==> src/rtl/fsr_pkg.sv <==
// Shared constants and the frame record for the status register unit.
package fsr_pkg;
    localparam int CNT_W = 5;               // frame bit counter width, saturating
    localparam logic [7:0] OP_WREN  = 8'h06;
    localparam logic [7:0] OP_WRDI  = 8'h04;
    localparam logic [7:0] OP_WRSR  = 8'h01;
    localparam logic [7:0] OP_RDSR1 = 8'h05;
    localparam logic [7:0] OP_RDSR2 = 8'h35;
    localparam logic [7:0] SR1_WMASK = 8'hBC;   // writable bits 7,5,4,3,2
    localparam logic [7:0] SR2_WMASK = 8'h03;   // quad-enable bit 1, protect bit 0
    localparam logic [CNT_W-1:0] LEN_OP     = CNT_W'(8);
    localparam logic [CNT_W-1:0] LEN_SHORT  = CNT_W'(16);
    localparam logic [CNT_W-1:0] LEN_LONG   = CNT_W'(24);

    // One completed chip-select frame, reported when chip select rises.
    typedef struct packed {
        logic             valid;
        logic [7:0]       op;
        logic [CNT_W-1:0] nbits;
        logic [15:0]      data;   // last 16 bits received, newest in bit 0
    } fsr_frame_t;
endpackage

==> src/rtl/fsr_spi_rx.sv <==
// Serial receiver: synchronizes the host lines into clk, detects clock and
// select edges, counts the bits of a frame and reports the opcode and frame end.
// Assumes the host holds each line for several system clocks (sck slower than clk/4).
module fsr_spi_rx
    import fsr_pkg::*;
#(
    parameter int SYNC_STAGES = 2
) (
    input  logic       clk,
    input  logic       rst_n,
    input  logic       sck_i,
    input  logic       cs_n_i,
    input  logic       mosi_i,
    output logic       sck_fall,
    output logic       op_done,
    output logic [7:0] op_code,
    output fsr_frame_t frame
);
    logic [SYNC_STAGES:0]   sck_p;
    logic [SYNC_STAGES:0]   cs_p;
    logic [SYNC_STAGES-1:0] mosi_p;
    logic [CNT_W-1:0]       cnt;
    logic [15:0]            sreg;
    logic sck_s, sck_d, cs_s, cs_d, mosi_s, sck_rise, cs_rise, cs_fall;

    // Synchronizer chains; the extra stage on sck and cs serves edge detection.
    always_ff @(posedge clk) begin
        if (!rst_n) begin
            sck_p  <= '0;
            cs_p   <= '1;
            mosi_p <= '0;
        end else begin
            sck_p  <= {sck_p[SYNC_STAGES-1:0], sck_i};
            cs_p   <= {cs_p[SYNC_STAGES-1:0], cs_n_i};
            mosi_p <= {mosi_p[SYNC_STAGES-2:0], mosi_i};
        end
    end

    // Edge decode on the synchronized lines.
    always_comb begin
        sck_s    = sck_p[SYNC_STAGES-1];
        sck_d    = sck_p[SYNC_STAGES];
        cs_s     = cs_p[SYNC_STAGES-1];
        cs_d     = cs_p[SYNC_STAGES];
        mosi_s   = mosi_p[SYNC_STAGES-1];
        sck_rise = sck_s & ~sck_d & ~cs_s;
        sck_fall = ~sck_s & sck_d & ~cs_s;
        cs_rise  = cs_s & ~cs_d;
        cs_fall  = ~cs_s & cs_d;
    end

    // Bit counting, shifting and opcode capture within a frame.
    always_ff @(posedge clk) begin
        if (!rst_n) begin
            cnt     <= '0;
            sreg    <= '0;
            op_code <= '0;
            op_done <= 1'b0;
        end else begin
            op_done <= 1'b0;
            if (cs_fall) begin
                cnt <= '0;
            end else if (sck_rise) begin
                sreg <= {sreg[14:0], mosi_s};
                if (cnt != '1) cnt <= cnt + 1'b1;
                if (cnt == LEN_OP - 1'b1) begin
                    op_code <= {sreg[6:0], mosi_s};
                    op_done <= 1'b1;
                end
            end
        end
    end

    // Frame report, one cycle wide, on the rising chip select.
    always_ff @(posedge clk) begin
        if (!rst_n) begin
            frame <= '0;
        end else begin
            frame.valid <= cs_rise;
            frame.op    <= op_code;
            frame.nbits <= cnt;
            frame.data  <= sreg;
        end
    end
endmodule

==> src/rtl/fsr_regs.sv <==
// Status storage, write-enable latch and the self-timed status write cycle.
// Acts on completed frames only; while busy all write-type frames are dropped.
module fsr_regs
    import fsr_pkg::*;
#(
    parameter int TW_CYCLES = 5000
) (
    input  logic       clk,
    input  logic       rst_n,
    input  fsr_frame_t frame,
    output logic [7:0] sr1_view,
    output logic [7:0] sr2_view
);
    localparam int TW_W = $clog2(TW_CYCLES + 1);

    logic [7:0]      nv1, nv2;
    logic            wel, busy;
    logic [TW_W-1:0] tmr;
    logic [TW_W-1:0] wcnt;
    logic            len8, len16, wr_ok;
    logic [7:0]      d1, d2;

    // Decode of a status write frame: length, data bytes and acceptance.
    always_comb begin
        len8  = (frame.nbits == LEN_SHORT);
        len16 = (frame.nbits == LEN_LONG);
        d1    = len16 ? frame.data[15:8] : frame.data[7:0];
        d2    = len16 ? frame.data[7:0]  : 8'h00;
        wr_ok = frame.valid && !busy && wel && (frame.op == OP_WRSR) && (len8 || len16);
    end

    // Register state: latch commands, status commit and busy countdown.
    always_ff @(posedge clk) begin
        if (!rst_n) begin
            nv1  <= '0;
            nv2  <= '0;
            wel  <= 1'b0;
            busy <= 1'b0;
            tmr  <= '0;
        end else if (busy) begin
            if (tmr == '0) begin
                busy <= 1'b0;
                wel  <= 1'b0;
            end else begin
                tmr <= tmr - 1'b1;
            end
        end else if (wr_ok) begin
            nv1  <= (nv1 & ~SR1_WMASK) | (d1 & SR1_WMASK);
            nv2  <= (nv2 & ~SR2_WMASK) | (d2 & SR2_WMASK);
            busy <= 1'b1;
            tmr  <= TW_W'(TW_CYCLES - 1);
        end else if (frame.valid && frame.nbits == LEN_OP) begin
            if (frame.op == OP_WREN) wel <= 1'b1;
            if (frame.op == OP_WRDI) wel <= 1'b0;
        end
    end

    // Read views presented to the serializer.
    always_comb begin
        sr1_view = (nv1 & SR1_WMASK) | {6'b0, wel, busy};
        sr2_view = nv2 & SR2_WMASK;
    end

    // Length of the current busy window, used only by the checks below.
    always_ff @(posedge clk) begin
        if (!rst_n)    wcnt <= '0;
        else if (busy) wcnt <= wcnt + 1'b1;
        else           wcnt <= '0;
    end

    AST_CYCLE_NEEDS_LATCH: assert property (@(posedge clk) disable iff (!rst_n)
        $rose(busy) |-> $past(wel));
    AST_NV_HOLD: assert property (@(posedge clk) disable iff (!rst_n)
        !$rose(busy) |-> ($stable(nv1) && $stable(nv2)));
    AST_SHORT_CLEARS_SR2: assert property (@(posedge clk) disable iff (!rst_n)
        ($rose(busy) && $past(frame.nbits) == LEN_SHORT) |-> (sr2_view[1:0] == 2'b00));
    AST_BUSY_LENGTH: assert property (@(posedge clk) disable iff (!rst_n)
        $fell(busy) |-> (wcnt == TW_W'(TW_CYCLES)));
    AST_LATCH_DROPS_AT_END: assert property (@(posedge clk) disable iff (!rst_n)
        $fell(busy) |-> !wel);
    AST_LATCH_FROZEN_WHILE_BUSY: assert property (@(posedge clk) disable iff (!rst_n)
        (busy && tmr != '0) |=> $stable(wel));
endmodule

==> src/rtl/fsr_rd_shift.sv <==
// Status read serializer: after a read opcode it shifts the selected register
// MSB first on each falling serial clock, re-sampling it at every byte start.
module fsr_rd_shift
    import fsr_pkg::*;
(
    input  logic       clk,
    input  logic       rst_n,
    input  logic       op_done,
    input  logic [7:0] op_code,
    input  logic       frame_end,
    input  logic       sck_fall,
    input  logic [7:0] sr1_view,
    input  logic [7:0] sr2_view,
    output logic       miso
);
    logic       act, sel;
    logic [2:0] bcnt;
    logic [7:0] sh;
    logic [7:0] live;

    // Register picked by the current read opcode.
    always_comb live = sel ? sr2_view : sr1_view;

    // Read state and output shifting.
    always_ff @(posedge clk) begin
        if (!rst_n) begin
            act  <= 1'b0;
            sel  <= 1'b0;
            bcnt <= '0;
            sh   <= '0;
            miso <= 1'b0;
        end else if (frame_end) begin
            act  <= 1'b0;
            miso <= 1'b0;
        end else if (op_done) begin
            act  <= (op_code == OP_RDSR1) || (op_code == OP_RDSR2);
            sel  <= (op_code == OP_RDSR2);
            bcnt <= '0;
        end else if (sck_fall && act) begin
            bcnt <= bcnt + 1'b1;
            if (bcnt == '0) begin
                miso <= live[7];
                sh   <= {live[6:0], 1'b0};
            end else begin
                miso <= sh[7];
                sh   <= {sh[6:0], 1'b0};
            end
        end
    end

    AST_MISO_IDLE_LOW: assert property (@(posedge clk) disable iff (!rst_n)
        !act |-> !miso);
    AST_MISO_MOVES_ON_FALL: assert property (@(posedge clk) disable iff (!rst_n)
        (!sck_fall && !frame_end) |=> $stable(miso));
endmodule

==> src/rtl/flash_status_unit.sv <==
// Top of the status register unit: receiver, register bank and read serializer.
// Assumes SPI mode 0 host timing with sck well below the system clock rate.
module flash_status_unit
    import fsr_pkg::*;
#(
    parameter int TW_CYCLES   = 5000,
    parameter int SYNC_STAGES = 2
) (
    input  logic clk,
    input  logic rst_n,
    input  logic sck_i,
    input  logic cs_n_i,
    input  logic mosi_i,
    output logic miso_o
);
    logic       sck_fall, op_done;
    logic [7:0] op_code, sr1_view, sr2_view;
    fsr_frame_t frame;

    fsr_spi_rx #(.SYNC_STAGES(SYNC_STAGES)) u_rx (
        .clk(clk), .rst_n(rst_n), .sck_i(sck_i), .cs_n_i(cs_n_i), .mosi_i(mosi_i),
        .sck_fall(sck_fall), .op_done(op_done), .op_code(op_code), .frame(frame)
    );

    fsr_regs #(.TW_CYCLES(TW_CYCLES)) u_regs (
        .clk(clk), .rst_n(rst_n), .frame(frame),
        .sr1_view(sr1_view), .sr2_view(sr2_view)
    );

    fsr_rd_shift u_shift (
        .clk(clk), .rst_n(rst_n), .op_done(op_done), .op_code(op_code),
        .frame_end(frame.valid), .sck_fall(sck_fall),
        .sr1_view(sr1_view), .sr2_view(sr2_view), .miso(miso_o)
    );
endmodule

==> config.mk <==
export PLATFORM = sky130hd
export DESIGN_NAME = flash_status_unit
export DESIGN_NICKNAME = d
export VERILOG_FILES = /design/src/rtl/fsr_pkg.sv /design/src/rtl/fsr_spi_rx.sv /design/src/rtl/fsr_regs.sv /design/src/rtl/fsr_rd_shift.sv /design/src/rtl/flash_status_unit.sv
export SDC_FILE = /design/constraint.sdc
export NUM_CORES = 1
export LEC_CHECK = 0
export ABC_AREA = 1
export BUFFER_PORTS_ARGS = -buffer_cell sky130_fd_sc_hd__buf_2
export CORE_ASPECT_RATIO = 0.75
export CORE_UTILIZATION = 50
export DETAILED_ROUTE_END_ITERATION = 7
export PLACE_DENSITY = 0.74
export SKIP_LAST_GASP = 1
export SLEW_MARGIN = 20
export SYNTH_ARGS = -nofsm -noshare
export SYNTH_HDL_FRONTEND = slang
export SYNTH_SLANG_ARGS = --single-unit
==> constraint.sdc <==
create_clock -name clk -period 2.15 [get_ports clk]
set_clock_uncertainty 0.1 [all_clocks]
set_input_delay 0.645 -clock clk [delete_from_list [all_inputs] [get_ports clk]]
set_output_delay 0.645 -clock clk [all_outputs]
set_load 0.05 [all_outputs]
==> run metrics, run 1 <==
syn nets between 500 and 600; Setup violations, final 0; hold buffers post-CTS 0; met3 WL around 460 um; Leak 2.061 nW; sequential power share about three fifths; Avg Cell Area, Syn around 7.4 sq um; cell count after synthesis 540; Core Region ~7500 sq um; Clock Tree Root clkbuf_8; PD cells between 700 and 800 nW/um^2; placed cells 639; pin count of the biggest net entering global routing 33; DR DRC count 0; CTS tree yes; H-tree Lvls 3; gr ovfl total 0; Clock Path Buffers 2; Worst-Skew Late Latency approximately 0.37 ns; Post CTS Setup Buffer Count 0; Yosys top cell area share between 40 and 50%; Max Fclk 0.5623 GHz; IO Port Bufs 5; crit path launch type register; Min Clock Period, post-route 1.778 ns; status finished, final reports clean; die height around 79 um; CP endpoint kind register; FILL cells around 690; # clock sinks approximately 100; Logic pwr share 1.6%; Sw Ratio between 20% and 30%; met1 wire length about 3800 um; Vias/cell ~4.9; relative slew slack between 60% and 70%; Final Hold Vio Count 0; Netlist cell types 31; fin nets 560; Resized Gates After CTS 0; max-slew violations 0; WL met2 around 3400 um; antenna violations before repair 0; IO Pins 6; highest metal used met4; sequential share of the synthesized area between 40% and 50%; non-filler cells, final approximately 660; number of CTS-inserted buffers 9; Initial Utilization between 50% and 60%; Syn. warnings 0; Die Span X approximately 110 um; max-cap violations 0; clock slew at reported path FFs around 0.1 ns; Max VDD drop 482.1 uV; synth top area cells dfxtp_1, nand2_1, inv_1; setup slack at placement between 0.4 and 0.5 ns; row count 27; hpwl dp 5733 um; critical path type register to register; vias after detailed routing ~3200; switching power around 0.00069 W; layout cells sized above 1 between 8 and 9%; global-route wire length before repair 13420 um; Pint 0.002325 W; Worst Path Required ~2.3 ns; Netlist Area Pre-Place around 4000 sq um; routed wire length a little under 8000 um; GRT Total Usage 20.74%; number of synthesized register bits 99; period utilization between 80% and 90%; die area 8328 sq um; 1st-iter DRT viols 170; Worst Hold Class register to register; vias in the first global route 2943; slew at the pin closest to its max-slew limit between 0.4 and 0.5 ns; Area growth, synth to finish 8.014%; post-route antenna net violation count 0; routed length per instance around 12 um; RD Place Congestion 0.8708; worst path arrival time between 1.5 and 2 ns; Setup TNS 0 ns; unrepaired setup endpoints after global routing false; Clock power frac between 30% and 40%; cell taking the most area after synthesis dfxtp_1; DRT Pass-1 Iters 5; final setup margin roughly 0.37 ns; ANT cells 0; maximum fanout along the worst path 8
[worst paths after layout]
path | end | depth (start not counted) | start | slack (ns)
setup / recovery | u_rx.cnt[0]$_SDFFE_PP0P_ | 7 | u_rx.cnt[0]$_SDFFE_PP0P_ | 0.37
hold / removal | u_rx.sck_p[1]$_SDFF_PN0_ | 2 | u_rx.sck_p[0]$_SDFF_PN0_ | 0.32
setup reg to reg | u_rx.cnt[0]$_SDFFE_PP0P_ | 7 | u_rx.cnt[0]$_SDFFE_PP0P_ | 0.37
hold reg to reg | u_rx.sck_p[1]$_SDFF_PN0_ | 2 | u_rx.sck_p[0]$_SDFF_PN0_ | 0.32
[layout by cell type (no fill, tap or decap), drive strengths merged, types with 2 or more instances in the layout]
| master | count |
|---|---|
| nand2 | 121 |
| dfxtp | 99 |
| inv | 93 |
| nor2 | 59 |
| a21oi | 53 |
| o21ai | 38 |
| nand3 | 34 |
| buf | 14 |
| clkbuf | 11 |
| nor3 | 10 |
| ha | 6 |
| or2 | 5 |
| a22oi | 3 |
| nand4 | 2 |
[per-stage QoR]
| stage | hold WS, ns | util [%] | power (W) | cell area (sq um) |
|---|---|---|---|---|
| floorplan | 0.2905 | - | 0.001918 | 3981 |
| global placement | 0.2942 | 54.61 | 0.001933 | 4114 |
| detailed placement | 0.2995 | 54.61 | 0.001934 | 4114 |
| CTS | 0.3230 | 57.08 | 0.003055 | 4300 |
| global route | 0.3437 | 57.08 | 0.003128 | 4300 |
| finish | 0.3203 | 57.08 | 0.003016 | 4300 |
[registers in the layout, summed over array words and instances (netlist names)]
name,flops
u_regs.busy,1
u_regs.nv1,5
u_regs.nv2,2
u_regs.tmr,13
u_regs.wel,1
u_rx.cnt,5
u_rx.cs_p,3
u_rx.frame,26
u_rx.mosi_p,2
u_rx.op_code,8
u_rx.op_done,1
u_rx.sck_p,3
u_rx.sreg,16
u_shift.act,1
u_shift.bcnt,3
u_shift.miso,1
u_shift.sel,1
u_shift.sh,7
[power groups by stage]
stage	Clock (W)	Combinational, W	Sequential, W
6_report	0.00112	0.0000476	0.00184
5_1_grt	0.00123	0.0000529	0.00185
4_1_cts	0.00116	0.0000478	0.00184
3_5_place_dp	0	0.0000477	0.00189
3_3_place_gp	0	0.0000466	0.00189
2_1_floorplan	0	0.0000326	0.00189
[synth_stat cells (all sizes together)]
| master | number |
|---|---|
| ha | 6 |
| nand2 | 121 |
| or2 | 5 |
| a31oi | 1 |
| nor3 | 10 |
| o211ai | 1 |
| nand3 | 34 |
| a22oi | 3 |
| xnor2 | 1 |
| dfxtp | 99 |
| a21oi | 53 |
| o21ai | 38 |
| nand4 | 2 |
| inv | 90 |
| nand3b | 1 |
| buf | 10 |
| clkbuf | 6 |
| nor2 | 59 |
[final cells by class]
class                           instances  area, sq um  share of cell area, %
Sequential cell                        99         1982                  46.09
Multi-Input combinational cell        335         1575                  36.63
Inverter                               90        337.8                  7.856
Clock buffer                           11        141.4                  3.288
Tap cell                              101        126.4                  2.939
Timing Repair Buffer                   14        92.59                  2.153
Clock inverter                          5        45.04                  1.047
[critical path: stages, from the launching register on]
cell and delay (ns):
dfxtp_1 0.35, ha_1 0.22, nand2_1 0.11, nor2_1 0.05
ha_1 0.17, or2_1 0.31, or2_0 0.24, a21oi_1 0.15
[layer usage]
layer / vias up / track usage [%]
met5: - / 0
met4: 0 / 6.901
met3: 10 / 6.240
met2: 74 / 32.32
met1: 1441 / 27.50
li1: 1708 / -
[kinds of logic (layout without fill, tap and decap cells)]
kind of cell	Yosys count	after routing	synth area share, %
buf+inv	106	120	10.65
fa+ha+maj	6	6	1.886
xor+xnor	1	1	0.2200
simple gates	232	232	25.11
flops	99	99	49.78
compound gates	96	96	12.35
Power figures use the tool's default switching activity.
==> run 2, diff against run 1 <==
PLACE_DENSITY = 0.76   (was 0.74)
clock period = 1.5 ns   (was 2.15 ns; I/O delays follow)
==> run metrics, run 2 (same netlist as run 1, synthesis figures left out) <==
row count 27 (unchanged); DR DRC count 0 (unchanged); unrepaired setup endpoints after global routing true; Initial Utilization 52.85% (unchanged); gr ovfl total 0 (unchanged); Finished Core Util 65.14% (+8.1 points); # clock sinks 99 (unchanged); Hold Crit Start sck_i; post-route design area 4907 sq um (+14%); non-filler cells, final 690 (+5.3%); post-route antenna net violation count 0 (unchanged); pin count of the biggest net entering global routing 22 (-33%); CP Cell Sequence ha_4 -> nand2_4 -> nor2_2 -> ha_2 -> or2_4 -> or2_1 -> a21oi_2; global-route wire length before repair 13800 um (+2.8%); storage element area 1999 sq um (+0.88%); antenna violations before repair 0 (unchanged); ANT cells 0 (unchanged); WHS Path Cells 3 (+1); hpwl dp 5936 um (+3.5%); Worst Path Required 1.70 ns (-0.64 ns); Worst Hold Class input port to register; Clock Path Buffers 2 (unchanged); Clock Tree Root clkbuf_8; Final Power 0.004642 W (+54%); die height 79.28 um (unchanged); critical path type register to register; Max VDD drop 993.7 uV (+110%); Bufs and invs on worst path 0 (unchanged); multi-input logic area 1822 sq um (+16%); Vias/cell 5.110 (+3.5%); placed instance area 4332 sq um (+5.3%); routed length per instance 13.16 um (+11%); Largest register FFs 26 (unchanged); Min Clock Period, post-route 1.589 ns (-0.1893 ns); Final Hold Vio Count 0 (unchanged); max-slew violations 0 (unchanged); slowest CP cell dfxtp_2; Max stage delay on crit path 0.35 ns (about the same); CTS tree yes; CP top delay family simple AND/OR/NAND/NOR gates; period utilization 105.9% (+23 points); reg2reg setup slack -0.09 ns (-0.46 ns); Die Span X 105.0 um (unchanged); worst path arrival time 1.79 ns (-0.18 ns); die area 8328 sq um (unchanged); Setup violations, final 7 (+7); most frequent cells in the layout nand2_1, dfxtp_1, inv_1; routed wire length 9083 um (+17%); CP endpoint kind register; H-tree Lvls 3 (unchanged); GRT Total Usage 21.48% (+0.74 points); vias in the first global route 3150 (+7.0%); Area growth, synth to finish 23.26%; Hold EP u_rx.sck_p[0]$_SDFF_PN0_; number of CTS-inserted buffers 9 (unchanged); status finished with violations; slew at the pin closest to its max-slew limit 0.2876 ns (-0.2107 ns); FILL cells 585 (-16%); IO Port Bufs 5 (unchanged); max-cap violations 0 (unchanged); layout cells sized above 1 24.79% (+17 points); relative slew slack 80.62% (+14 points); fin nets 595 (+6.3%); crit path launch type register; RD Place Congestion 0.8256 (-5.2%); maximum fanout along the worst path 6 (-2); vias after detailed routing 3526 (+9.1%); 1st-iter DRT viols 201 (+18%); PD cells 945.9 nW/um^2 (+35%); reg2reg start u_rx.cnt[0]$_SDFFE_PP0P_; hold buffers post-CTS 0 (unchanged); failing checks setup timing; worst r2r path cells 7 (unchanged); biggest regs u_rx.frame x26, u_rx.sreg x16, u_regs.tmr x13; Leak 2.321 nW (+13%); R2R Path End u_rx.cnt[0]$_SDFFE_PP0P_; IO Pins 6 (unchanged); Core Region 7533 sq um (unchanged); Max Fclk 0.6293 GHz (+12%); Biggest register u_rx.frame; clock slew at reported path FFs 0.09 ns (about the same); Worst-Skew Late Latency 0.37 ns (about the same); DRT Pass-1 Iters 5 (unchanged); placed cells 664 (+3.9%); final setup margin -0.08908 ns (-0.4607 ns); most common cell after layout, fill and taps aside nand2_1
-- run 2: cell count changes in the layout (fill, tap and decap cells not counted), sizes merged --
cell,previous run,this run
nor2,59,60
buf,14,48
inv,93,91
bufinv,0,2
-- run 2: power by group --
part / leakage, nW / switching (W) / internal, W
Clock: 0.110 / 0.000919 / 0.000994
Sequential: 0.805 / 0.00000704 / 0.00263
Combinational: 1.41 / 0.0000548 / 0.0000326
-- run 2: cell type report --
cell class | count | area share (%)
tap | 101 | 2.575
timing repair buffer | 48 | 7.853
multi-input combinational | 336 | 37.12
clock inverter | 5 | 1.734
clock buffer | 11 | 2.881
sequential | 99 | 40.74
inverter | 90 | 7.088
-- run 2: per-layer routing --
metal,wire length [um],track usage [%],share of wire [%],vias up
met5,0,0,0,-
met4,156,6.620,1.7,0
met3,496,7.143,5.5,15
met2,4189,34.77,46,109
met1,4241,27.27,47,1620
li1,-,-,-,1782
-- run 2: how the worst max path moves through the flow --
| stage | slack (ns) | end | cells after the start | startpoint |
|---|---|---|---|---|
| 2_1_floorplan | -0.05 | u_rx.cnt[0]$_SDFFE_PP0P_ | 8 | u_rx.cnt[1]$_SDFFE_PP0P_ |
| 3_3_place_gp | -0.03 | u_rx.cnt[0]$_SDFFE_PP0P_ | 7 | u_rx.cnt[1]$_SDFFE_PP0P_ |
| 3_5_place_dp | -0.14 | u_rx.cnt[0]$_SDFFE_PP0P_ | 7 | u_rx.cnt[0]$_SDFFE_PP0P_ |
| 4_1_cts | -0.09 | u_rx.cnt[0]$_SDFFE_PP0P_ | 7 | u_rx.cnt[0]$_SDFFE_PP0P_ |
| 5_1_grt | -0.17 | u_regs.tmr[10]$_SDFFE_PN0P_ | 9 | u_regs.tmr[1]$_SDFFE_PN0P_ |
| 6_report | -0.09 | u_rx.cnt[0]$_SDFFE_PP0P_ | 7 | u_rx.cnt[0]$_SDFFE_PP0P_ |
-- run 2: what timing repair did --
| action | 4_1_cts | 5_1_grt |
|---|---|---|
| gates cloned | 0 | 2 |
| gates resized for setup | 9 | 89 |
| setup buffers | 0 | 8 |
| setup endpoints to repair | 24 | 43 |
| pin swaps | 2 | 28 |
-- run 2: metrics by stage --
stage	setup WS [ns]	TNS, ns	hold slack, ns
after floorplan	-0.04726	-0.05187	0.2905
after global placement	-0.02752	-0.02752	0.2933
after detailed placement	-0.1359	-0.4072	0.3054
after CTS	-0.08579	-0.1000	0.1416
after global routing	-0.1743	-1.787	0.1537
final	-0.08908	-0.3353	0.1520
-- run 2: tightest hold or removal path, cell delays in order --
cell	delay, ns
buf_2	0.07
nand2_1	0.04
inv_1	0.04
